$ cat src/rtl/bdctl_pkg.sv
package bdctl_pkg;

    localparam int DEC_BITS    = 20;
    localparam int CHAR_SHIFT  = 3;

    localparam logic [DEC_BITS-1:0] OFF_SWITCH  = 20'h00200;
    localparam logic [DEC_BITS-1:0] OFF_LED     = 20'h00408;
    localparam logic [DEC_BITS-1:0] OFF_WORD    = 20'h00410;
    localparam logic [DEC_BITS-1:0] OFF_CHAR0   = 20'h00418;
    localparam logic [DEC_BITS-1:0] OFF_SOFTRST = 20'h00500;
    localparam logic [DEC_BITS-1:0] OFF_GPO     = 20'h00A00;
    localparam logic [DEC_BITS-1:0] OFF_I2C_IN  = 20'h00B00;
    localparam logic [DEC_BITS-1:0] OFF_I2C_OE  = 20'h00B08;
    localparam logic [DEC_BITS-1:0] OFF_I2C_OUT = 20'h00B10;
    localparam logic [DEC_BITS-1:0] OFF_I2C_SEL = 20'h00B18;

    typedef enum logic [3:0] {
        SEL_NONE,
        SEL_SWITCH,
        SEL_LED,
        SEL_WORD,
        SEL_CHAR,
        SEL_SOFTRST,
        SEL_GPO,
        SEL_I2C_IN,
        SEL_I2C_OE,
        SEL_I2C_OUT,
        SEL_I2C_SEL
    } reg_sel_e;

    typedef enum logic [2:0] {
        EE_IDLE,
        EE_CMD,
        EE_CMD_ACK,
        EE_ADDR,
        EE_ADDR_ACK,
        EE_HOLD,
        EE_READ,
        EE_READ_ACK
    } ee_state_e;

    // Uppercase hexadecimal digit for one nibble.
    function automatic logic [7:0] hex_char(input logic [3:0] nib);
        if (nib < 4'd10) return 8'h30 + {4'h0, nib};
        else             return 8'h37 + {4'h0, nib};
    endfunction

endpackage

$ cat src/rtl/bdctl_decode.sv
module bdctl_decode
    import bdctl_pkg::*;
#(
    parameter int NUM_CHARS = 8,
    localparam int IDX_W = $clog2(NUM_CHARS)
) (
    input  logic [DEC_BITS-1:0] offset_i,
    output reg_sel_e            sel_o,
    output logic [IDX_W-1:0]    idx_o
);

    localparam logic [DEC_BITS-1:0] CHAR_END =
        OFF_CHAR0 + DEC_BITS'(NUM_CHARS << CHAR_SHIFT);

    logic [DEC_BITS-1:0] char_span;
    logic                in_char;

    assign char_span = offset_i - OFF_CHAR0;
    assign in_char   = (offset_i >= OFF_CHAR0) && (offset_i < CHAR_END)
                       && (char_span[CHAR_SHIFT-1:0] == '0);
    assign idx_o     = char_span[CHAR_SHIFT +: IDX_W];

    always_comb begin
        if (in_char) begin
            sel_o = SEL_CHAR;
        end else begin
            unique case (offset_i)
                OFF_SWITCH:  sel_o = SEL_SWITCH;
                OFF_LED:     sel_o = SEL_LED;
                OFF_WORD:    sel_o = SEL_WORD;
                OFF_SOFTRST: sel_o = SEL_SOFTRST;
                OFF_GPO:     sel_o = SEL_GPO;
                OFF_I2C_IN:  sel_o = SEL_I2C_IN;
                OFF_I2C_OE:  sel_o = SEL_I2C_OE;
                OFF_I2C_OUT: sel_o = SEL_I2C_OUT;
                OFF_I2C_SEL: sel_o = SEL_I2C_SEL;
                default:     sel_o = SEL_NONE;
            endcase
        end
    end

endmodule

$ cat src/rtl/bdctl_disp.sv
module bdctl_disp
    import bdctl_pkg::*;
#(
    parameter int NUM_CHARS = 8,
    parameter int CHAR_W    = 8,
    localparam int IDX_W  = $clog2(NUM_CHARS),
    localparam int NIB_W  = 4,
    localparam int WORD_W = NUM_CHARS * NIB_W
) (
    input  logic                        clk,
    input  logic                        rst_n,
    input  logic                        word_we_i,
    input  logic [WORD_W-1:0]           word_i,
    input  logic                        char_we_i,
    input  logic [IDX_W-1:0]            char_idx_i,
    input  logic [CHAR_W-1:0]           char_i,
    output logic [NUM_CHARS*CHAR_W-1:0] text_o
);

    localparam logic [CHAR_W-1:0] BLANK = CHAR_W'(8'h20);

    for (genvar g = 0; g < NUM_CHARS; g++) begin : g_pos
        logic [CHAR_W-1:0] ch_q;

        always_ff @(posedge clk or negedge rst_n) begin
            if (!rst_n) begin
                ch_q <= BLANK;
            end else if (word_we_i) begin
                ch_q <= CHAR_W'(hex_char(word_i[WORD_W-1-g*NIB_W -: NIB_W]));
            end else if (char_we_i && (char_idx_i == IDX_W'(g))) begin
                ch_q <= char_i;
            end
        end

        assign text_o[g*CHAR_W +: CHAR_W] = ch_q;
    end

    // after a word write every position holds a hex digit
    logic all_hex;
    always_comb begin
        all_hex = 1'b1;
        for (int i = 0; i < NUM_CHARS; i++) begin
            if (!((text_o[i*CHAR_W +: CHAR_W] >= CHAR_W'(8'h30) &&
                   text_o[i*CHAR_W +: CHAR_W] <= CHAR_W'(8'h39)) ||
                  (text_o[i*CHAR_W +: CHAR_W] >= CHAR_W'(8'h41) &&
                   text_o[i*CHAR_W +: CHAR_W] <= CHAR_W'(8'h46))))
                all_hex = 1'b0;
        end
    end

    a_r4_word_gives_hex: assert property (@(posedge clk) disable iff (!rst_n)
        $past(word_we_i) |-> all_hex);

endmodule

$ cat src/rtl/bdctl_eeprom.sv
module bdctl_eeprom
    import bdctl_pkg::*;
#(
    parameter int          BYTE_W  = 8,
    parameter logic [7:0]  ROM_XOR = 8'h5A,
    localparam int CNT_W = $clog2(BYTE_W)
) (
    input  logic clk,
    input  logic rst_n,
    input  logic wr_stb_i,
    input  logic scl_i,
    input  logic sda_i,
    output logic sdo_o
);

    localparam int HALF = BYTE_W / 2;

    ee_state_e          st_q, st_d;
    logic [CNT_W-1:0]   cnt_q, cnt_d;
    logic [BYTE_W-2:0]  sh_q, sh_d;
    logic               rw_q, rw_d;
    logic [BYTE_W-1:0]  addr_q, addr_d;
    logic [BYTE_W-1:0]  data_q, data_d;
    logic               scl_q, sda_q;
    logic               start_c, stop_c, rise_c;

    // Stored contents are a fixed function of the word address.
    function automatic logic [BYTE_W-1:0] rom_byte(input logic [BYTE_W-1:0] a);
        return {a[HALF-1:0], a[BYTE_W-1:HALF]} ^ BYTE_W'(ROM_XOR);
    endfunction

    assign start_c = wr_stb_i && scl_q && scl_i && sda_q && !sda_i;
    assign stop_c  = wr_stb_i && scl_q && scl_i && !sda_q && sda_i;
    assign rise_c  = wr_stb_i && !scl_q && scl_i;

    // State register
    always_ff @(posedge clk or negedge rst_n) begin
        if (!rst_n) begin
            st_q   <= EE_IDLE;
            cnt_q  <= '0;
            sh_q   <= '0;
            rw_q   <= 1'b0;
            addr_q <= '0;
            data_q <= '1;
            scl_q  <= 1'b1;
            sda_q  <= 1'b1;
        end else begin
            st_q   <= st_d;
            cnt_q  <= cnt_d;
            sh_q   <= sh_d;
            rw_q   <= rw_d;
            addr_q <= addr_d;
            data_q <= data_d;
            if (wr_stb_i) begin
                scl_q <= scl_i;
                sda_q <= sda_i;
            end
        end
    end

    // Next state
    always_comb begin
        st_d   = st_q;
        cnt_d  = cnt_q;
        sh_d   = sh_q;
        rw_d   = rw_q;
        addr_d = addr_q;
        data_d = data_q;
        if (start_c) begin
            st_d  = EE_CMD;
            cnt_d = '0;
        end else if (stop_c) begin
            st_d  = EE_IDLE;
            cnt_d = '0;
        end else if (rise_c) begin
            unique case (st_q)
                EE_CMD: begin
                    sh_d  = {sh_q[BYTE_W-3:0], sda_i};
                    cnt_d = cnt_q + 1'b1;
                    if (cnt_q == CNT_W'(BYTE_W-1)) begin
                        st_d = EE_CMD_ACK;
                        rw_d = sda_i;
                    end
                end
                EE_CMD_ACK: begin
                    cnt_d = '0;
                    if (rw_q) begin
                        st_d   = EE_READ;
                        data_d = rom_byte(addr_q);
                    end else begin
                        st_d = EE_ADDR;
                    end
                end
                EE_ADDR: begin
                    sh_d  = {sh_q[BYTE_W-3:0], sda_i};
                    cnt_d = cnt_q + 1'b1;
                    if (cnt_q == CNT_W'(BYTE_W-1)) begin
                        st_d   = EE_ADDR_ACK;
                        addr_d = {sh_q, sda_i};
                    end
                end
                EE_ADDR_ACK: st_d = EE_HOLD;
                EE_READ: begin
                    cnt_d = cnt_q + 1'b1;
                    if (cnt_q == CNT_W'(BYTE_W-1)) st_d = EE_READ_ACK;
                end
                EE_READ_ACK: begin
                    if (!sda_i) begin
                        st_d   = EE_READ;
                        cnt_d  = '0;
                        addr_d = addr_q + 1'b1;
                        data_d = rom_byte(addr_q + 1'b1);
                    end else begin
                        st_d = EE_HOLD;
                    end
                end
                EE_IDLE, EE_HOLD: st_d = st_q;
                default:          st_d = EE_IDLE;
            endcase
        end
    end

    // Outputs
    always_comb begin
        unique case (st_q)
            EE_CMD_ACK, EE_ADDR_ACK: sdo_o = 1'b0;
            EE_READ:                 sdo_o = data_q[CNT_W'(BYTE_W-1) - cnt_q];
            default:                 sdo_o = 1'b1;
        endcase
    end

    a_r10_start_enters_cmd: assert property (@(posedge clk) disable iff (!rst_n)
        (wr_stb_i && scl_q && scl_i && sda_q && !sda_i) |=> (st_q == EE_CMD));

    a_r10_stop_enters_idle: assert property (@(posedge clk) disable iff (!rst_n)
        (wr_stb_i && scl_q && scl_i && !sda_q && sda_i) |=> (st_q == EE_IDLE && sdo_o));

    a_r9_moves_only_on_write: assert property (@(posedge clk) disable iff (!rst_n)
        !wr_stb_i |=> $stable(st_q));

endmodule

$ cat src/rtl/bdctl_top.sv
module bdctl_top
    import bdctl_pkg::*;
#(
    parameter int NUM_CHARS = 8,
    parameter int LED_W     = 8,
    parameter int GPO_W     = 8,
    parameter int OE_W      = 2,
    localparam int CHAR_W = 8,
    localparam int IDX_W  = $clog2(NUM_CHARS),
    localparam int LINE_W = 2
) (
    input  logic                        clk,
    input  logic                        rst_n,
    input  logic                        bus_req,
    input  logic                        bus_we,
    input  logic [31:0]                 bus_addr,
    input  logic [31:0]                 bus_wdata,
    output logic [31:0]                 bus_rdata,
    output logic                        bus_err,
    output logic [LED_W-1:0]            led_o,
    output logic [NUM_CHARS*CHAR_W-1:0] disp_o,
    output logic [GPO_W-1:0]            gpo_o,
    output logic [OE_W-1:0]             i2c_oe_o,
    output logic                        i2c_sel_o,
    output logic                        reset_req_o
);

    reg_sel_e            sel;
    logic [IDX_W-1:0]    idx;
    logic                wr, rd;
    logic [LINE_W-1:0]   line_q;
    logic                sdo;
    logic [31:0]         rd_mux;
    logic                addr_hi_unused;

    assign addr_hi_unused = ^bus_addr[31:DEC_BITS];
    assign wr = bus_req && bus_we;
    assign rd = bus_req && !bus_we;

    bdctl_decode #(.NUM_CHARS(NUM_CHARS)) u_decode (
        .offset_i (bus_addr[DEC_BITS-1:0]),
        .sel_o    (sel),
        .idx_o    (idx)
    );

    bdctl_disp #(.NUM_CHARS(NUM_CHARS), .CHAR_W(CHAR_W)) u_disp (
        .clk        (clk),
        .rst_n      (rst_n),
        .word_we_i  (wr && sel == SEL_WORD),
        .word_i     (bus_wdata[NUM_CHARS*4-1:0]),
        .char_we_i  (wr && sel == SEL_CHAR),
        .char_idx_i (idx),
        .char_i     (bus_wdata[CHAR_W-1:0]),
        .text_o     (disp_o)
    );

    bdctl_eeprom u_eeprom (
        .clk      (clk),
        .rst_n    (rst_n),
        .wr_stb_i (wr && sel == SEL_I2C_OUT),
        .scl_i    (bus_wdata[1]),
        .sda_i    (bus_wdata[0]),
        .sdo_o    (sdo)
    );

    // Read data selection
    always_comb begin
        unique case (sel)
            SEL_LED:     rd_mux = 32'(led_o);
            SEL_CHAR:    rd_mux = 32'(disp_o[idx*CHAR_W +: CHAR_W]);
            SEL_GPO:     rd_mux = 32'(gpo_o);
            SEL_I2C_OE:  rd_mux = 32'(i2c_oe_o);
            SEL_I2C_OUT: rd_mux = 32'(line_q);
            SEL_I2C_IN:  rd_mux = 32'({line_q[1], sdo});
            SEL_I2C_SEL: rd_mux = 32'(i2c_sel_o);
            default:     rd_mux = '0;
        endcase
    end

    always_ff @(posedge clk or negedge rst_n) begin
        if (!rst_n) begin
            led_o       <= '0;
            gpo_o       <= '0;
            i2c_oe_o    <= '0;
            i2c_sel_o   <= 1'b0;
            line_q      <= '1;
            reset_req_o <= 1'b0;
            bus_err     <= 1'b0;
            bus_rdata   <= '0;
        end else begin
            if (wr && sel == SEL_LED)     led_o     <= bus_wdata[LED_W-1:0];
            if (wr && sel == SEL_GPO)     gpo_o     <= bus_wdata[GPO_W-1:0];
            if (wr && sel == SEL_I2C_OE)  i2c_oe_o  <= bus_wdata[OE_W-1:0];
            if (wr && sel == SEL_I2C_SEL) i2c_sel_o <= bus_wdata[0];
            if (wr && sel == SEL_I2C_OUT) line_q    <= bus_wdata[LINE_W-1:0];
            reset_req_o <= wr && (sel == SEL_SOFTRST);
            bus_err     <= bus_req && (sel == SEL_NONE);
            bus_rdata   <= rd ? rd_mux : '0;
        end
    end

    a_r3_led_only_on_write: assert property (@(posedge clk) disable iff (!rst_n)
        !$past(wr && sel == SEL_LED) |-> $stable(led_o));

    a_r8_reset_req_from_write: assert property (@(posedge clk) disable iff (!rst_n)
        reset_req_o |-> $past(bus_req && bus_we));

    a_r12_err_from_request: assert property (@(posedge clk) disable iff (!rst_n)
        bus_err |-> $past(bus_req));

    a_r13_rdata_only_after_read: assert property (@(posedge clk) disable iff (!rst_n)
        !$past(rd) |-> (bus_rdata == '0));

endmodule

$ cat config.mk
export PLATFORM = sky130hd
export DESIGN_NAME = bdctl_top
export DESIGN_NICKNAME = d
export VERILOG_FILES = /design/src/rtl/bdctl_pkg.sv /design/src/rtl/bdctl_decode.sv /design/src/rtl/bdctl_disp.sv /design/src/rtl/bdctl_eeprom.sv /design/src/rtl/bdctl_top.sv
export SDC_FILE = /design/constraint.sdc
export NUM_CORES = 1
export LEC_CHECK = 0
export BUFFER_PORTS_ARGS = -buffer_cell sky130_fd_sc_hd__buf_2
export CORE_MARGIN = 1
export CORE_UTILIZATION = 45
export CTS_BUF_LIST = sky130_fd_sc_hd__clkbuf_4 sky130_fd_sc_hd__clkbuf_8 sky130_fd_sc_hd__clkbuf_16
export CTS_CLUSTER_DIAMETER = 30
export DETAILED_ROUTE_END_ITERATION = 7
export GPL_TIMING_DRIVEN = 1
export PLACE_DENSITY = 0.72
export SLEW_MARGIN = 10
export SYNTH_ARGS = -nofsm -noshare
export SYNTH_HDL_FRONTEND = slang
export SYNTH_SLANG_ARGS = --single-unit
$ cat constraint.sdc
create_clock -name clk -period 1.9 [get_ports clk]
set_input_delay 0.38 -clock clk [delete_from_list [all_inputs] [get_ports clk]]
set_output_delay 0.38 -clock clk [all_outputs]
set_load 0.03 [all_outputs]
==> run metrics, run 1 <==
area taken by flip-flops and latches 3151 sq um; max-cap violations 0; layout filler cell count 1211; final setup fails 81; Place WS -0.7077 ns; power share of the sequential group 0.393; Least-Margin Pin Slew 1.023 ns; Port-buffer cells 148; Top-Level Pins 185; Area Overhead vs Synth 46.08%; net switching fraction of the power 0.2593; Final Total Pwr 6.778 mW; area of the mapped netlist 7650 sq um; clock insertion delay at the later pin of the skew report 0.43 ns; async set-reset flop share out of synthesis 1.000; unique cell type count in the Yosys netlist 63; Clock Skews 0.008349 ns; post-synthesis sequential element count 125; Post-Synthesis Mean Instance Area 9.720 sq um; pin count of the biggest net entering global routing 35; routed vias 7635; unrepaired setup endpoints after global routing true; Power Dens Cells 606.6 nW/um^2; Core ar. 16580 sq um; number of hold-slack violations in the final timing report 0; most common cell after layout, fill and taps aside buf_2; Die Area 17520 sq um; Die Span Y 132.4 um; Ant. Diodes 0; fin worst setup slack -0.2535 ns; mean number of vias per cell 5.923; clk slew on worst S/H paths 0.06 ns; yosys warns 0; worst-case headroom to the max-slew limit 0.3105; Hold WC Path Type in2reg; root buffer selected by CTS clkbuf_16; crit path DAT 2.47 ns; commonest cells after routing, fill and taps aside buf_2, dfrtp_1, buf_4; CTS Buffer Depth 2; row count 47; Switch Pwr 1.757 mW; fraction of the yosys area taken by sequential cells 0.4118; post-detailed-route wirelength per cell 20.42 um; Max FO, Critical Path 20; vias in the first global route 7322; number of flops mapped to enable cells by yosys 0; status finished, violations left; Critical Path RT 2.21 ns; Routed WL 26.32 mm; share of power burned in combinational logic 0.104; top achievable clock speed 464.4 MHz; relative contribution of the clock network to total power 0.503; Pint 5.021 mW; first-iteration detailed-routing DRC count 674; number of nets in the final layout 1140; maximum vdd ir drop 0.6273 mV; Routed Antenna Nets 0; slowest CP cell or4_4; DRC violations left 0; Final Critical Period 2.153 ns; H-tree level count 4; failing checks negative setup slack; TritonCTS clock tree built; first-pass iteration count of the detailed router 6; weighted congestion reported at the end of routability-driven placement 0.9240; fin crit share 1.133; cells traversed along the worst timing path buf_6 > or3b_4 > a211oi_4 > o311ai_4 > or4_4 > bufbuf_16 > nor2_1 > a21oi_2; clock buffers created by TritonCTS 17; initial antenna violation count 0; die width 132.4 um; Sink Count 125; kind of start point of the critical path primary input; global route total overflow 0; HPWL after detailed placement 17.08 mm; critical path class in2reg; fraction of final layout cells with drive strength greater than 1 0.4612; total routing resource utilization after global routing 0.2934; post-synthesis cell count 787; leakage power of the design 5.122 nW; flop2flop setup slack -0.07 ns; Crit. End Element flop; pins over their slew limit 0; CP max stage delay 0.61 ns; wire length of the first global-routing pass 39.43 mm; area of the multi-input gates 4721 sq um; most frequently used flop master after synthesis dfrtp_1; starting density of the core 0.4613
-- critical path: cells and delay by family --
| family | cells | cell delay, ns |
|---|---|---|
| simple gates | 3 | 1.18 |
| compound gates | 3 | 0.45 |
| buf+inv | 2 | 0.43 |
-- Yosys cell counts, types with 3 or more instances --
| cell | number | area (sq um) |
|---|---|---|
| o2111ai_1 | 3 | 26.28 |
| dfstp_2 | 18 | 473.0 |
| a21oi_1 | 95 | 475.5 |
| buf_6 | 6 | 67.56 |
| a21boi_0 | 4 | 30.03 |
| buf_2 | 7 | 35.03 |
| mux2_2 | 26 | 292.8 |
| nor3_2 | 8 | 80.08 |
| ha_1 | 16 | 200.2 |
| nor4_4 | 3 | 63.81 |
| nand3b_1 | 4 | 30.03 |
| nand4_1 | 5 | 31.28 |
| nor4_1 | 6 | 37.54 |
| a311oi_1 | 4 | 35.03 |
| nor2b_1 | 14 | 87.58 |
| nor3_1 | 20 | 100.1 |
| clkbuf_1 | 28 | 105.1 |
| inv_1 | 26 | 97.59 |
| xnor2_1 | 15 | 131.4 |
| buf_4 | 24 | 180.2 |
| a211oi_1 | 7 | 52.55 |
| mux2i_1 | 61 | 610.6 |
| o21ai_0 | 43 | 215.2 |
| and3_1 | 5 | 31.28 |
| a221oi_1 | 8 | 70.07 |
| mux4_2 | 17 | 382.9 |
| nand2b_1 | 4 | 25.02 |
| dfrtp_1 | 107 | 2678 |
| and4_1 | 4 | 35.03 |
| and2_1 | 4 | 25.02 |
| nand2_1 | 60 | 225.2 |
| nor2_1 | 75 | 281.5 |
| nand3_1 | 18 | 90.09 |
| a31oi_1 | 6 | 37.54 |
-- layer usage --
layer,global-route usage,up-vias,wire length [um]
li1,-,3353,-
met1,0.3813,3682,10470
met2,0.4576,494,12220
met3,0.07728,106,2586
met4,0.1367,0,1039
met5,0,-,0
-- power by group through the flow --
stage	sequential, mW	combinational [mW]	clock, mW
after floorplan	2.72	0.327	0
after global placement	2.71	0.623	0
after detailed placement	2.71	0.633	0
after CTS	2.67	0.670	3.40
after global routing	2.66	0.749	3.55
final	2.67	0.706	3.41
-- kinds of logic after synthesis --
| family | synth area share |
|---|---|
| compound gates | 0.1451 |
| xor+xnor | 0.01946 |
| buf+inv | 0.06444 |
| mux | 0.1681 |
| fa+ha+maj | 0.02617 |
| simple gates | 0.1644 |
| flops | 0.4118 |
| other cells | 0.0004902 |
-- layout make-up --
type	count	area share
multi-input cells	592	0.4225
clock inverters	14	0.01624
flip-flops and latches	125	0.2819
well taps	220	0.02463
inverters	26	0.008734
repair buffers	294	0.2073
clock buffers	18	0.03874
-- flip-flops by register name, summed over array words and instances, names as in the netlist --
name	cells
u_eeprom.rw_q	1
line_q	2
u_eeprom.data_q	8
u_eeprom.addr_q	8
i2c_oe_o	2
bus_rdata	8
u_eeprom.cnt_q	3
gpo_o	8
led_o	8
bus_err	1
u_eeprom.st_q	3
i2c_sel_o	1
reset_req_o	1
u_disp.g_pos.ch_q	64
u_eeprom.sh_q	7
-- path summary, 6_finish.rpt --
path                                                     start                                  end  cells after the start
worst max-delay path                               bus_addr[8]  u_disp.g_pos[2].ch_q[1]$_DFFE_PN0P_                      8
min in group asynchronous                                rst_n       u_eeprom.addr_q[3]$_DFFE_PN0P_                      2
worst max register to register           line_q[1]$_DFFE_PN1N_         u_eeprom.st_q[0]$_DFFE_PN0P_                      6
worst min-delay path                             bus_wdata[31]  u_disp.g_pos[0].ch_q[3]$_DFFE_PN0P_                      3
max in group asynchronous                                rst_n  u_disp.g_pos[2].ch_q[5]$_DFFE_PN1P_                      3
worst min register to register  u_eeprom.data_q[6]$_DFFE_PN1P_       u_eeprom.data_q[6]$_DFFE_PN1P_                      2
-- timing repair --
| action | CTS | global route |
|---|---|---|
| hold buffers | 1 | 0 |
| setup buffers | 11 | 6 |
| cloned | 7 | 4 |
| pin swaps | 19 | 9 |
| resized for setup | 87 | 62 |
| hold endpoints to repair | 18 | 0 |
| endpoints found under the setup margin | 82 | 105 |
-- metrics by stage --
step / setup TNS, ns / area (sq um) / utilization / hold slack [ns] / cells
2_1_floorplan: -26.33 / 7916 / - / 0.08441 / 810
3_3_place_gp: -57.12 / 9547 / 0.5757 / 0.3536 / 1229
3_5_place_dp: -59.71 / 9547 / 0.5757 / 0.3505 / 1229
4_1_cts: -11.07 / 10810 / 0.6521 / 0.2408 / 1280
5_1_grt: -14.26 / 11170 / 0.6738 / 0.2557 / 1289
6_report: -10.97 / 11170 / 0.6738 / 0.2490 / 1289
No activity file was read; power rests on OpenSTA's default activity.
==> run 2, diff against run 1 <==
CORE_ASPECT_RATIO = 0.9   (was unset)
PLACE_DENSITY = 0.77   (was 0.72)
==> run 2 against run 1 <==
  * The run still ends with negative setup slack left
  * Sequential share of layout area decreased by 0.28 points
  * Sequential power hardly changed
  * Flip-flop and latch count did not move
  * Worst setup slack worse by 0.017 ns
  * Global-route usage barely moved
  * Via count grew 1.2%
  * First-iteration DRC count is 5.3% higher
  * Register-to-register slack is essentially flat
  * Final cell count fell by 0.70%
  * Clock-buffer cell count rose by 2
  * Critical path type unchanged
  * Largest cell class unchanged
  * Largest power group unchanged
==> run metrics, run 2 (synthesis results as in run 1) <==
clk slew on worst S/H paths 0.07 ns (was 0.06 ns); global route total overflow 0 (unchanged); vias in the first global route 7277 (was 7322); worst-case headroom to the max-slew limit 0.3949 (was 0.3105); Die Span Y 125.7 um (was 132.4 um); net switching fraction of the power 0.2673 (was 0.2593); final setup fails 77 (was 81); top achievable clock speed 460.7 MHz (was 464.4 MHz); Pint 4.810 mW (was 5.021 mW); Routed Antenna Nets 0 (unchanged); Clock Skews 0.01454 ns (was 0.008349 ns); most common cell after layout, fill and taps aside buf_2 (unchanged); fin worst setup slack -0.2708 ns (was -0.2535 ns); CTS Buffer Depth 2 (unchanged); first-pass iteration count of the detailed router 7 (was 6); H-tree level count 4 (unchanged); Sink Count 125 (unchanged); share of power burned in combinational logic 0.110 (was 0.104); pin count of the biggest net entering global routing 70 (was 35); failing checks negative setup slack (unchanged); first-iteration detailed-routing DRC count 710 (was 674); row count 44 (was 47); commonest cells after routing, fill and taps aside buf_2, dfrtp_1, buf_4 (unchanged); Critical Path RT 2.21 ns (about the same); power share of the sequential group 0.406 (was 0.393); starting density of the core 0.4679 (was 0.4613); DRC violations left 0 (unchanged); Finished Core Util 0.6905 (was 0.6738); HPWL after detailed placement 16.82 mm (was 17.08 mm); Routed WL 27.26 mm (was 26.32 mm); clock insertion delay at the later pin of the skew report 0.43 ns (about the same); die width 139.4 um (was 132.4 um); relative contribution of the clock network to total power 0.484 (was 0.503); Hold WC Path Type in2reg (unchanged); Power Dens Cells 581.4 nW/um^2 (was 606.6 nW/um^2); kind of start point of the critical path primary input (unchanged); Port-buffer cells 148 (unchanged); Top-Level Pins 185 (unchanged); largest register by flop count u_disp.g_pos.ch_q (unchanged); Die Area 17530 sq um (was 17520 sq um); mean number of vias per cell 6.039 (was 5.923); wire length of the first global-routing pass 39.52 mm (was 39.43 mm); Switch Pwr 1.755 mW (was 1.757 mW); fraction of final layout cells with drive strength greater than 1 0.4772 (was 0.4612); number of hold-slack violations in the final timing report 0 (unchanged); root buffer selected by CTS clkbuf_16 (unchanged); Core ar. 16350 sq um (was 16580 sq um); clock buffers created by TritonCTS 17 (unchanged); unrepaired setup endpoints after global routing true (unchanged); initial antenna violation count 0 (unchanged); total routing resource utilization after global routing 0.2938 (was 0.2934); Area Overhead vs Synth 47.60% (was 46.08%); launch point of the worst reg-to-reg path line_q[1]$_DFFE_PN1N_ (unchanged); leakage power of the design 5.128 nW (was 5.122 nW); Ant. Diodes 0 (unchanged); Least-Margin Pin Slew 0.8982 ns (was 1.023 ns); weighted congestion reported at the end of routability-driven placement 0.9077 (was 0.9240); Final Critical Period 2.171 ns (was 2.153 ns); TritonCTS clock tree built (unchanged); crit path DAT 2.48 ns (was 2.47 ns); Max FO, Critical Path 5 (was 20); fin crit share 1.143 (was 1.133); Largest register FFs 64 (unchanged); status finished, violations left (unchanged); critical path class in2reg (unchanged); post-detailed-route wirelength per cell 21.30 um (was 20.42 um); pins over their slew limit 0 (unchanged); number of nets in the final layout 1144 (was 1140); maximum vdd ir drop 0.5966 mV (was 0.6273 mV); Hold Path Origin bus_wdata[15] (was bus_wdata[31]); Final Total Pwr 6.564 mW (was 6.778 mW); routed vias 7730 (was 7635); critical path startpoint bus_addr[8] (unchanged); max-cap violations 0 (unchanged); Crit. End Element flop (unchanged)
## run 2: changes by cell type in the layout (fill, tap and decap cells not counted), moves of 4 or more
cell / change
a21oi_2: -4
buf_2: -6
nor2_1: -19
a21oi_1: +7
buf_6: +9
nor2_2: +7
nor2_4: +12
## run 2: metrics by stage
step / instance area, sq um / setup TNS [ns] / std cells / hold WS, ns / setup WS (ns)
after floorplan: 7916 / -26.33 / 810 / 0.08441 / -0.3946
after global placement: 9513 / -57.67 / 1217 / 0.4095 / -0.6429
after detailed placement: 9513 / -61.16 / 1217 / 0.4119 / -0.6987
after CTS: 10690 / -9.197 / 1265 / 0.2426 / -0.2273
after global routing: 11290 / -14.42 / 1280 / 0.2315 / -0.3006
final: 11290 / -11.24 / 1280 / 0.2294 / -0.2708
## run 2: layer usage
layer	vias up	wire length [um]	track usage
met5	-	0	0
met2	538	12600	0.4617
met3	122	2975	0.08365
met1	3697	10620	0.3845
met4	0	1066	0.1144
li1	3373	-	-
## run 2: power groups by stage
stage                     registers (mW)  clock network [mW]  logic, mW
after CTS                           2.67                3.17      0.661
after floorplan                     2.72                   0      0.327
after global routing                2.66                3.33      0.766
after global placement              2.71                   0      0.606
after detailed placement            2.71                   0      0.613
final                               2.67                3.17      0.724
## run 2: cell type report
| cell class | count | area, sq um |
|---|---|---|
| flip-flops and latches | 125 | 3152 |
| fillers | 1129 | 5060 |
| clock buffers | 20 | 460.4 |
| inverters | 26 | 97.59 |
| well taps | 207 | 259.0 |
| multi-input cells | 592 | 4801 |
| repair buffers | 298 | 2410 |
| clock inverters | 12 | 111.4 |
## run 2: final timing paths
check	endpoint	slack, ns	cells past startpoint
worst max-delay path	u_disp.g_pos[6].ch_q[1]$_DFFE_PN0P_	-0.27	10
worst min-delay path	u_disp.g_pos[4].ch_q[3]$_DFFE_PN0P_	0.23	3
worst max register to register	u_eeprom.st_q[0]$_DFFE_PN0P_	-0.06	6
worst min register to register	u_eeprom.data_q[1]$_DFFE_PN1P_	0.48	2
max in group asynchronous	line_q[1]$_DFFE_PN1N_	1.01	3
min in group asynchronous	u_disp.g_pos[4].ch_q[6]$_DFFE_PN0P_	0.51	3
## run 2: critical path: stages
cell       delay [ns]
buf_6            0.10
or3b_4           0.40
a211oi_2         0.19
buf_4            0.16
o311ai_4         0.09
or4_4            0.63
buf_12           0.19
clkbuf_16        0.16
nor2_1           0.13
a21oi_1          0.05
## run 2: what timing repair did
action,in CTS,in global routing
buffers inserted,8,13
pin swaps,17,25
resized for setup,83,102
endpoints found under the setup margin,98,105
hold endpoints to repair,48,0
hold buffers,1,0
gates cloned,7,4
==> run 3, diff against run 2 <==
--- a/config.mk
+++ b/config.mk
@@ -7,12 +7,14 @@
 export LEC_CHECK = 0
 export BUFFER_PORTS_ARGS = -buffer_cell sky130_fd_sc_hd__buf_2
+export CELL_PAD_IN_SITES_DETAIL_PLACEMENT = 1
+export CELL_PAD_IN_SITES_GLOBAL_PLACEMENT = 1
 export CORE_ASPECT_RATIO = 0.9
 export CORE_MARGIN = 1
-export CORE_UTILIZATION = 45
+export CORE_UTILIZATION = 37
 export CTS_BUF_LIST = sky130_fd_sc_hd__clkbuf_4 sky130_fd_sc_hd__clkbuf_8 sky130_fd_sc_hd__clkbuf_16
 export CTS_CLUSTER_DIAMETER = 30
 export DETAILED_ROUTE_END_ITERATION = 7
 export GPL_TIMING_DRIVEN = 1
-export PLACE_DENSITY = 0.77
+export PLACE_DENSITY = 0.82
 export SLEW_MARGIN = 10
 export SYNTH_ARGS = -nofsm -noshare
==> constraint.sdc (replaced) <==
create_clock -name clk -period 1.9 [get_ports clk]
set_input_delay 0.38 -clock clk [delete_from_list [all_inputs] [get_ports clk]]
set_output_delay 0.38 -clock clk [all_outputs]
set_load 0.02 [all_outputs]
==> run 3 against run 2 <==
  * Hold slack improved by 0.033 ns
  * Largest cell class unchanged
  * Clock power rose by 11%
  * Flip-flop and latch count did not move
  * Routed wire length rose by 45%
  * Final cell count rose by 5.4%
  * Non-clock buffer count rose by 21
  * The run still ends with negative setup slack left
  * First-iteration DRC count rose by 3.9%
==> run metrics, run 3 (synthesis results as in run 1) <==
status finished, violations left (unchanged); failing checks negative setup slack (unchanged); Final Critical Period 2.326 ns (was 2.171 ns); H-tree level count 4 (unchanged); pin count of the biggest net entering global routing 52 (was 70); fin worst setup slack -0.4262 ns (was -0.2708 ns); Sink Count 125 (unchanged); die width 153.6 um (was 139.4 um); Clock Skews 0.01379 ns (was 0.01454 ns); max-cap violations 0 (unchanged); area of the multi-input gates 4969 sq um (was 4801 sq um); TritonCTS clock tree built (unchanged); clock buffers created by TritonCTS 17 (unchanged); worst slack on hold paths 0.2619 ns (was 0.2294 ns); Die Span Y 138.4 um (was 125.7 um); Routed WL 39.66 mm (was 27.26 mm); number of cells traversed by the worst register-to-register path 6 (unchanged); wire length of the first global-routing pass 51.70 mm (was 39.52 mm); critical path class in2reg (unchanged); Largest register FFs 64 (unchanged); Least-Margin Pin Slew 0.7667 ns (was 0.8982 ns); pins over their slew limit 0 (unchanged); Hold Path Origin bus_wdata[31] (was bus_wdata[15]); Top-Level Pins 185 (unchanged); Pint 5.064 mW (was 4.810 mW); first-iteration detailed-routing DRC count 738 (was 710); power share of the sequential group 0.382 (was 0.406); share of power burned in combinational logic 0.112 (was 0.110); relative contribution of the clock network to total power 0.505 (was 0.484); row count 49 (was 44); number of hold-slack violations in the final timing report 0 (unchanged); Finished Core Util 0.5833 (was 0.6905); met2 wire length 18.56 mm (was 12.60 mm); Power Dens Cells 594.4 nW/um^2 (was 581.4 nW/um^2); DRC violations left 0 (unchanged); clock insertion delay at the later pin of the skew report 0.44 ns (was 0.43 ns); total routing resource utilization after global routing 0.3221 (was 0.2938); met3 routed WL 3.346 mm (was 2.975 mm); Port-buffer cells 148 (unchanged); maximum vdd ir drop 0.6297 mV (was 0.5966 mV); weighted congestion reported at the end of routability-driven placement 0.9043 (was 0.9077); crit path DAT 2.63 ns (was 2.48 ns); flop2flop setup slack -0.23 ns (was -0.06 ns); Die Area 21250 sq um (was 17530 sq um); mean number of vias per cell 6.297 (was 6.039); fin crit share 1.224 (was 1.143); layout filler cell count 2183 (was 1129); kind of start point of the critical path primary input (unchanged); root buffer selected by CTS clkbuf_16 (unchanged); Crit. End Element flop (unchanged); post-detailed-route wirelength per cell 29.40 um (was 21.30 um); Total Neg Setup Slack -23.01 ns (was -11.24 ns); HPWL after detailed placement 20.59 mm (was 16.82 mm); commonest cells after routing, fill and taps aside buf_2, buf_4, dfrtp_1 (was buf_2, dfrtp_1, buf_4); starting density of the core 0.3804 (was 0.4679); worst flop-to-flop path endpoint bus_rdata[0]$_DFF_PN0_ (was u_eeprom.st_q[0]$_DFFE_PN0P_); Place WS -0.8066 ns (was -0.6987 ns); leakage power of the design 5.288 nW (was 5.128 nW); Critical Path RT 2.21 ns (about the same); Hold WC Path Type in2reg (unchanged); Routed met1 length 14.73 mm (was 10.62 mm); largest register by flop count u_disp.g_pos.ch_q (unchanged); top achievable clock speed 429.9 MHz (was 460.7 MHz); Placed Instance Area 9703 sq um (was 9513 sq um); vias in the first global route 8736 (was 7277); final setup fails 106 (was 77); area of all placed cells without fillers 11730 sq um (was 11290 sq um); Max FO, Critical Path 26 (was 5); routed vias 8495 (was 7730); unrepaired setup endpoints after global routing true (unchanged); number of nets in the final layout 1165 (was 1144); initial antenna violation count 0 (unchanged); first-pass iteration count of the detailed router 5 (was 7); Switch Pwr 1.909 mW (was 1.755 mW); Ant. Diodes 0 (unchanged); worst-case headroom to the max-slew limit 0.4855 (was 0.3949); launch point of the worst reg-to-reg path u_eeprom.cnt_q[1]$_DFFE_PN0P_ (was line_q[1]$_DFFE_PN1N_); Top Layer Used met4 (unchanged); Min-Delay Endpoint u_disp.g_pos[0].ch_q[3]$_DFFE_PN0P_ (was u_disp.g_pos[4].ch_q[3]$_DFFE_PN0P_); global route total overflow 0 (unchanged); Area Overhead vs Synth 53.34% (was 47.60%); Routed Antenna Nets 0 (unchanged); fraction of final layout cells with drive strength greater than 1 0.5082 (was 0.4772); Core ar. 20110 sq um (was 16350 sq um); clk slew on worst S/H paths 0.06 ns (was 0.07 ns); area taken by flip-flops and latches 3151 sq um (was 3152 sq um); net switching fraction of the power 0.2737 (was 0.2673); cell depth of the worst min-delay path 3 (unchanged); CTS Buffer Depth 2 (unchanged); most common cell after layout, fill and taps aside buf_2 (unchanged)
==> run 3: cell types whose count changed in the layout (fill, tap and decap cells not counted), sizes merged <==
cell and delta:
clkinvlp -3, buf +24, clkinv +2, clkbuf -4
bufinv +2
==> run 3: power groups by stage <==
| stage | registers, mW | logic [mW] | clock network (mW) |
|---|---|---|---|
| after floorplan | 2.71 | 0.306 | 0 |
| after detailed placement | 2.71 | 0.640 | 0 |
| after global placement | 2.71 | 0.617 | 0 |
| after CTS | 2.67 | 0.697 | 3.44 |
| after global routing | 2.66 | 0.817 | 3.62 |
| final | 2.66 | 0.784 | 3.52 |
==> run 3: stage by stage <==
stage               total power [mW]  cells
global placement               3.330   1274
detailed placement             3.352   1274
CTS                            6.800   1328
global route                   7.101   1349
finish                         6.972   1349
floorplan                      3.021    810
==> run 3: per-layer routing <==
metal / global-route usage / vias to the layer above
met4: 0.1789 / 0
li1: - / 3399
met1: 0.3958 / 4259
met5: 0 / -
met2: 0.5215 / 607
met3: 0.07649 / 230
==> run 3: layout make-up <==
class | count | area share
Sequential cell | 125 | 0.2686
Timing Repair Buffer | 319 | 0.2201
Clock inverter | 13 | 0.01419
Clock buffer | 19 | 0.03808
Tap cell | 255 | 0.02720
Multi-Input combinational cell | 592 | 0.4236
Inverter | 26 | 0.008320
==> run 3: what timing repair did <==
action	in CTS	in global routing
resized for setup	147	85
pin swaps	27	28
endpoints found under the setup margin	115	110
gates cloned	7	2
hold buffers	1	0
setup buffers	14	21
endpoints found under the hold margin	20	0
==> run 3: how the worst max path moves through the flow <==
stage / startpoint / end / slack (ns) / cells after the start
detailed placement: bus_addr[8] / u_disp.g_pos[3].ch_q[2]$_DFFE_PN0P_ / -0.81 / 8
global placement: bus_addr[13] / u_disp.g_pos[1].ch_q[2]$_DFFE_PN0P_ / -0.72 / 8
floorplan: bus_addr[7] / u_disp.g_pos[0].ch_q[6]$_DFFE_PN0P_ / -0.39 / 9
finish: bus_addr[9] / u_disp.g_pos[1].ch_q[2]$_DFFE_PN0P_ / -0.43 / 9
global route: bus_addr[9] / u_disp.g_pos[5].ch_q[2]$_DFFE_PN0P_ / -0.40 / 9
CTS: bus_addr[8] / u_disp.g_pos[5].ch_q[6]$_DFFE_PN0P_ / -0.29 / 9
==> run 3: worst max-delay path, stage by stage <==
cell      delay, ns
buf_6          0.10
buf_4          0.14
nor4b_4        0.35
o21ai_1        0.23
o221a_4        0.19
or4_4          0.66
buf_12         0.22
a311oi_2       0.26
a21oi_1        0.07
